## config.mk

```make
export PLATFORM = sky130hd
export DESIGN_NAME = burst_seq
export DESIGN_NICKNAME = d
export VERILOG_FILES = /design/src/rtl/burst_seq_pkg.sv /design/src/rtl/burst_beat_ctr.sv /design/src/rtl/burst_order_map.sv /design/src/rtl/burst_seq.sv
export SDC_FILE = /design/constraint.sdc
export NUM_CORES = 1
export LEC_CHECK = 0
export BUFFER_PORTS_ARGS = -buffer_cell sky130_fd_sc_hd__buf_4
export CORE_AREA = 2 2 39 41
export DETAILED_ROUTE_END_ITERATION = 8
export DIE_AREA = 0 0 41 43
export PLACE_DENSITY = 0.38
export SYNTH_ARGS = -nofsm -noshare
export SYNTH_HDL_FRONTEND = slang
export SYNTH_SLANG_ARGS = --single-unit
```

## constraint.sdc

```tcl
create_clock -name clk -period 1.8 [get_ports clk]
set_input_delay 0.27 -clock clk [delete_from_list [all_inputs] [get_ports clk]]
set_output_delay 0.27 -clock clk [all_outputs]
set_load 0.05 [all_outputs]
```

## src/rtl/burst_seq_pkg.sv

```systemverilog
package burst_seq_pkg;
  typedef enum logic {
    ORD_LINEAR     = 1'b0,
    ORD_INTERLEAVE = 1'b1
  } order_e;
endpackage

```

## src/rtl/burst_beat_ctr.sv

```systemverilog
// Holds the burst base and the number of beats taken since the last load.
module burst_beat_ctr #(
  parameter int W = 2
) (
  input  logic         clk,
  input  logic         rst,
  input  logic         load,
  input  logic         adv_n,
  input  logic [W-1:0] start_in,
  output logic [W-1:0] base_q,
  output logic [W-1:0] beat_q
);
  localparam logic [W-1:0] ONE = W'(1);

  always_ff @(posedge clk) begin
    if (rst) begin
      base_q <= '0;
      beat_q <= '0;
    end else if (load) begin
      base_q <= start_in;
      beat_q <= '0;
    end else if (!adv_n) begin
      beat_q <= beat_q + ONE;
    end
  end
endmodule

```

## src/rtl/burst_order_map.sv

```systemverilog
// Maps base and beat number onto the offset for the selected order.
module burst_order_map
  import burst_seq_pkg::*;
#(
  parameter int W = 2
) (
  input  logic [W-1:0] base,
  input  logic [W-1:0] beat,
  input  logic         mode,
  output logic [W-1:0] offset
);
  logic [W-1:0] lin_off;
  logic [W-1:0] ilv_off;

  assign lin_off = base + beat;

  for (genvar i = 0; i < W; i++) begin : g_ilv
    assign ilv_off[i] = base[i] ^ beat[i];
  end

  always_comb begin
    unique case (order_e'(mode))
      ORD_INTERLEAVE: offset = ilv_off;
      default:        offset = lin_off;
    endcase
  end
endmodule

```

## src/rtl/burst_seq.sv

```systemverilog
module burst_seq #(
  parameter int W = 2
) (
  input  logic         clk,
  input  logic         rst,
  input  logic         load,
  input  logic [W-1:0] start_off,
  input  logic         adv_n,
  input  logic         mode,
  output logic [W-1:0] offset,
  output logic         last_beat
);
  logic [W-1:0] base_q;
  logic [W-1:0] beat_q;

  burst_beat_ctr #(.W(W)) u_ctr (
    .clk      (clk),
    .rst      (rst),
    .load     (load),
    .adv_n    (adv_n),
    .start_in (start_off),
    .base_q   (base_q),
    .beat_q   (beat_q)
  );

  burst_order_map #(.W(W)) u_map (
    .base   (base_q),
    .beat   (beat_q),
    .mode   (mode),
    .offset (offset)
  );

  assign last_beat = &beat_q;
endmodule

```

# After elaboration in Yosys (flattened, before gate mapping)

Index checks and enable logic that the tools add are counted.

Bits in registers: 4
Bits of input ports: 7
Output and inout bits: 3
Word-level logic and storage cells: 9

$add $sub $neg: 2
Multiplexer cells: 1
Bitwise gates (word level): 2
Reductions and logical operators: 2

Operators by type and width:

| operator              | count |
|---|---|
| $add A2 B1 Y2 const B | 1 |
| $add A2 B2 Y2         | 1 |
| $mux W2               | 1 |
| $reduce_and A2 Y1     | 1 |
| $reduce_or A2 Y1      | 1 |
| $xor A1 B1 Y1         | 2 |

# Depth between registers and ports, before layout

Gate-level depths: netlist (run 1).

Word-level depth: 2
Depth in mapped cells: 3

# Modules after synthesis

A second synthesis (run 1) with hierarchy kept.

Cell total of the unflattened synthesis: 18
Area, all modules: 203.9 um^2

By module, submodules not included:

| module          | times used | cells each | area each (um^2) | seq. area each (um^2) |
|---|---|---|---|---|
| burst_beat_ctr  | 1          | 13         | 161.4            | 80.1 |
| burst_order_map | 1          | 4          | 36.3             | 0.0 |
| burst_seq       | 1          | 1          | 6.3              | 0.0 |

# Worst setup path after synthesis (run 1)

OpenSTA, ideal clock, no wires.

Kind: register to output
Start: register u_ctr.beat_q[0]
End: output offset[1]
Data arrival time: 1.427 ns
Path slack: 0.103 ns
Stages on the path, launching flop included: 4
Buffers on the path: 0
Path through: dfxtp_1 ha_1 nor2b_1 xnor2_1

Cells in the longest elaborated chain, start to end: 2

RTL lines:

| what                   | RTL line              | RTL |
|---|---|---|
| from (decl)            | burst_beat_ctr.sv:11  | `output logic [W-1:0] beat_q` |
| from (signal assigned) | burst_beat_ctr.sv:23  | `beat_q <= beat_q + ONE;` |
| $add A2 B2 Y2          | burst_order_map.sv:15 | `assign lin_off = base + beat;` |
| $mux W2                | burst_order_map.sv:22 | `unique case (order_e'(mode))` |
| to (decl)              | burst_seq.sv:10       | `output logic [W-1:0] offset,` |

No other way between the ends.

# Worst setup path after layout (run 1)

Ends and elaborated chain as after synthesis.

==> results of run 1 <==
==> placed cells by master, fill, tap and decap left out <==
cell type / instances
nor2b_1: 1
buf_4: 9
xnor2_1: 2
nor2_1: 2
dfxtp_1: 4
mux2i_1: 3
ha_1: 2
xor2_1: 1
clkbuf_4: 3
nor3_1: 2
==> registers in the layout, indices dropped and copies added (netlist names) <==
| signal | flops |
|---|---|
| u_ctr.base_q | 2 |
| u_ctr.beat_q | 2 |
==> through the flow <==
step | utilization (%) | instances
final | 21.34 | 45
after global routing | 21.34 | 45
after detailed placement | 19.71 | 42
after global placement | 19.71 | 42
after CTS | 21.34 | 45
after floorplan | - | 18
==> final cells by class <==
cell class	count	area, um^2	share of cell area [%]
well taps	16	20.02	6.780
clock buffers	3	22.52	7.627
repair buffers	9	67.56	22.88
multi-input cells	13	105.1	35.59
flip-flops and latches	4	80.08	27.12
==> how the worst max path moves through the flow <==
stage	startpoint	endpoint	slack [ns]	depth (start not counted)
after floorplan	u_ctr.beat_q[0]	offset[1]	0.10	3
after global placement	u_ctr.beat_q[0]	offset[1]	0.54	4
after detailed placement	u_ctr.beat_q[0]	offset[1]	0.52	4
after CTS	u_ctr.beat_q[0]	offset[1]	0.28	4
after global routing	u_ctr.beat_q[0]	offset[1]	0.22	4
final	u_ctr.beat_q[0]	offset[1]	0.30	4
==> Yosys cell counts (all sizes together) <==
cell    instances  share of area [%]
dfxtp           4                 42
mux2i           3                 16
ha              2                 13
nor2            2                4.0
nor3            2                5.3
xnor2           2                9.3
clkbuf          1                2.0
nor2b           1                3.3
xor2            1                4.6
==> logic make-up (layout without fill, tap and decap cells) <==
family	after synthesis	in the layout	synth area share, %
simple gates	5	5	12.59
mux	3	3	15.89
buf+inv	1	12	1.985
flops	4	4	42.39
fa+ha+maj	2	2	13.24
xor+xnor	3	3	13.91
==> critical path, stage by stage, from the launching register on <==
cell	delay, ns
dfxtp_1	0.36
ha_1	0.15
nor2b_1	0.15
xnor2_1	0.13
buf_4	0.22
==> metal layers <==
metal  track usage, %  share of wire (%)  vias up
met3            5.236                 16        0
met5                0                  0        -
li1                 -                  -       83
met1            8.333                 56       64
met4            2.000                  0        0
met2            5.000                 27       10
==> power breakdown <==
| part | internal, uW | switching (uW) |
|---|---|---|
| sequential | 93.4 | 3.37 |
| clock | 74.5 | 35.6 |
| combinational | 21.9 | 26.9 |
| total | 190 | 65.8 |
==> impl_metrics.toml, run 1 <==
[synthesis]
synth_nets = 27
yosysWarningCount = 0
yosysSeqAreaShare_pct = 42.38
synth_seq_cells = 4
syn_avg_cell_area_um2 = 10.50
syn-cell-area_um2 = 188.9
synth_cell_types = 9
syn_inst = 18

[cts]
numCtsBuffers = 3
htree_num_levels = 1
cts_tree = "built"
post_cts_buffers = 0
cts.sinks = 4
clk_latency_ns = 0.23
root_buffer = "clkbuf_4"
cts_buffer_depth = 2
clk_pin_slew_ns = 0.04
hold_buffers = 0
cts_resized = 0

[timing]
post-route-period-util_pct = 83.52
rsz0062_at_grt = "false"
holdWs_ns = 0.2239
setup_ws_ns = 0.2967
slew_headroom_pct = 87.86
finalMaxSlewViolations = 0
clock.fmax_mhz = 665.2
setup_violations = 0
fin_tns_setup_ns = 0
fin_skew_ns = 0.00008563
finalCriticalPeriod_ns = 1.503
tightest_slew_ns = 0.1807
hold_viol = 0

[global_route]
grt.overflow.total = 0
grt_max_degree = 5
antenna_found_initial = 0
gr-usage-all-layers_pct = 5.517
grt_first_pass_wirelength_um = 607
grt_pass1_vias = 149

[worst_setup_path]
cp_max_fo = 3
worstReg2RegEnd = "u_ctr.beat_q[1]"
r2r_start = "u_ctr.beat_q[0]"
startpoint_type = "flop"
critical_path_class = "reg -> out"
crit_arrival_ns = 1.23
r2r_setup_slack_ns = 0.87
cp-end-kind = "output port"
required_ns = 1.53
r2r_cells = 3

[worst_hold_path]
hp-start = "rst"
hold-path-endpoint = "u_ctr.base_q[0]"
hold-path-cell-count = 2
min-delay-path-class = "in -> reg"

[power_and_ir_drop]
power_density_mw_per_mm2 = 865.8
ir_worst_vdd_uv = 325.7
p_leak_uw = 0.0001449
finalPower_uw = 255.7

[die]
die_w_um = 41
start_util_pct = 13.65
core_area_mm2 = 0.001384
dieHeight_um = 43
pin_count = 10
die-area_mm2 = 0.001763
row_count = 14

[routing]
wl_um = 364
first_pass_iters = 4
routedWlPerCell_um = 8.089
via_count = 157
via_per_inst = 3.489
drt_iter0_drc = 3
antenna_left = 0
drc = 0

[placed_design]
post-place-ws_ns = 0.5240
port_buffers = 9
placedInstanceArea_um2 = 272.8
place.gp.congestion = 0.5394

[flow_run]
drv_cap = 0

[final_layout]
fin_nets = 40
antenna-diode-count = 0
design_area_um2 = 295.3
layout-drive-gt1-share_pct = 41.38
nFillCells = 152
area_growth_syn_to_layout_pct = 56.29

[outcome]
status = "finished clean"
Note: power is estimated with default switching activity, not from simulation.
==> run 2: changes to the inputs <==
==> constraint.sdc (replaced) <==
create_clock -name clk -period 1.45 [get_ports clk]
set_input_delay 0.2175 -clock clk [delete_from_list [all_inputs] [get_ports clk]]
set_output_delay 0.2175 -clock clk [all_outputs]
set_load 0.05 [all_outputs]
==> impl_metrics.toml, run 2 (same netlist as run 1, synthesis figures left out) <==
[final_layout]
final_cell_mix = "buf_4, mux2i_1, clkbuf_4"
design_area_um2 = 316.6
largest_registers = "u_ctr.base_q x2, u_ctr.beat_q x2"
nFillCells = 156
antenna-diode-count = 0
fin_cells = 45
final_common_cell = "buf_4"
layout-drive-gt1-share_pct = 55.17
fin_nets = 40
area_growth_syn_to_layout_pct = 67.55

[worst_setup_path]
crit_arrival_ns = 1.16
r2r_cells = 3
critPathMaxStageDelay_ns = 0.31
endpoint = "offset[1]"
critical-path-top-delay-family = "flip-flops"
critical_path_class = "reg -> out"
cp-end-kind = "output port"
worstReg2RegEnd = "u_ctr.beat_q[1]"
startpoint = "u_ctr.base_q[0]"
startpoint_type = "flop"
path_cells = "ha_1 -> nor2b_4 -> xnor2_2 -> buf_6"
path_buf_inv = 1
cp.depth = 4
r2r_setup_slack_ns = 0.52
r2r_start = "u_ctr.beat_q[0]"
cp_max_fo = 2
required_ns = 1.23
slowest_stage = "dfxtp_2"

[routing]
first_pass_iters = 1
drt_iter0_drc = 0
dr_wl_met3_um = 53
dr_wl_met2_um = 147
highest_layer = "met3"
wl_um = 394
drc = 0
m1WireLength_um = 193
antenna_left = 0
routedWlPerCell_um = 8.756
via_per_inst = 3.467
via_count = 156

[cts]
htree_num_levels = 1
clk_pin_slew_ns = 0.04
numCtsBuffers = 3
root_buffer = "clkbuf_4"
hold_buffers = 0
cts.sinks = 4
clk_latency_ns = 0.23
cts_buffer_depth = 2
cts_tree = "built"

[power_and_ir_drop]
p_int_uw = 239.9
switching_share_pct = 26.51
p_switching_uw = 86.51
clkPwrFrac_pct = 42.7
power_density_mw_per_mm2 = 1031
p_comb_share_pct = 20.4
p_leak_uw = 0.0001537
finalPower_uw = 326.4
seq_power_share_pct = 36.9
ir_worst_vdd_uv = 302.3

[placed_design]
place_inst = 42
port_buffers = 9
placedInstanceArea_um2 = 280.3
place.gp.congestion = 0.5508

[global_route]
grt_first_pass_wirelength_um = 614
grt_pass1_vias = 173
antenna_found_initial = 0
grt_max_degree = 5
gr-usage-all-layers_pct = 5.622
grt.overflow.total = 0

[die]
die_w_um = 41
die-area_mm2 = 0.001763
row_count = 14
dieHeight_um = 43
pin_count = 10
core_area_mm2 = 0.001384
start_util_pct = 13.65

[flow_run]
drv_cap = 0

[timing]
hold_viol = 0
rsz0062_at_grt = "false"
fin_skew_ns = 0.0009217
clock.fmax_mhz = 724.4
fin_tns_setup_ns = 0
finalMaxSlewViolations = 0
finalCriticalPeriod_ns = 1.380
setup_violations = 0
tightest_slew_ns = 0.2541
slew_headroom_pct = 82.94
post-route-period-util_pct = 95.20

[worst_hold_path]
hold-path-cell-count = 2
min-delay-path-class = "in -> reg"

[outcome]
status = "finished clean"
## run 2: repair_timing
action                     CTS  global route
setup endpoints to repair    1             1
buffers inserted             0             0
resized for setup            2             3
cloned                       0             0
## run 2: worst min-delay path by stage
stage	start	end	slack [ns]
floorplan	rst	u_ctr.base_q[0]	0.29
global placement	rst	u_ctr.base_q[0]	0.41
detailed placement	rst	u_ctr.base_q[0]	0.41
CTS	rst	u_ctr.base_q[0]	0.16
global route	rst	u_ctr.beat_q[0]	0.16
finish	rst	u_ctr.base_q[0]	0.17
## run 2: metrics by stage
step                setup WS [ns]  utilization [%]  hold slack, ns
global route              0.01396            22.88          0.1607
CTS                      0.001398            22.33          0.1599
global placement           0.2004            20.25          0.4115
floorplan                  0.1123                -          0.2899
detailed placement         0.1802            20.25          0.4111
finish                    0.06956            22.88          0.1663
## run 2: final cells by class
type / instances / area [um^2] / share of cell area (%)
timing repair buffer: 9 / 71.32 / 22.53
tap: 16 / 20.02 / 6.324
clock buffer: 3 / 22.52 / 7.115
sequential: 4 / 82.58 / 26.09
multi-input combinational: 13 / 120.1 / 37.94
## run 2: layer usage
| metal | vias to the layer above | GRT usage [%] |
|---|---|---|
| met4 | 0 | 8.000 |
| met1 | 62 | 7.395 |
| met5 | - | 0 |
| met2 | 10 | 5.625 |
| met3 | 0 | 1.571 |
| li1 | 84 | - |
## run 2: power groups by stage
stage / clock [uW] / sequential [uW] / combinational [uW]
after detailed placement: 0 / 122 / 63.4
after global routing: 158 / 121 / 70.3
final: 139 / 120 / 66.5
after global placement: 0 / 122 / 62.8
after floorplan: 0 / 121 / 38.4
after CTS: 148 / 120 / 66.1
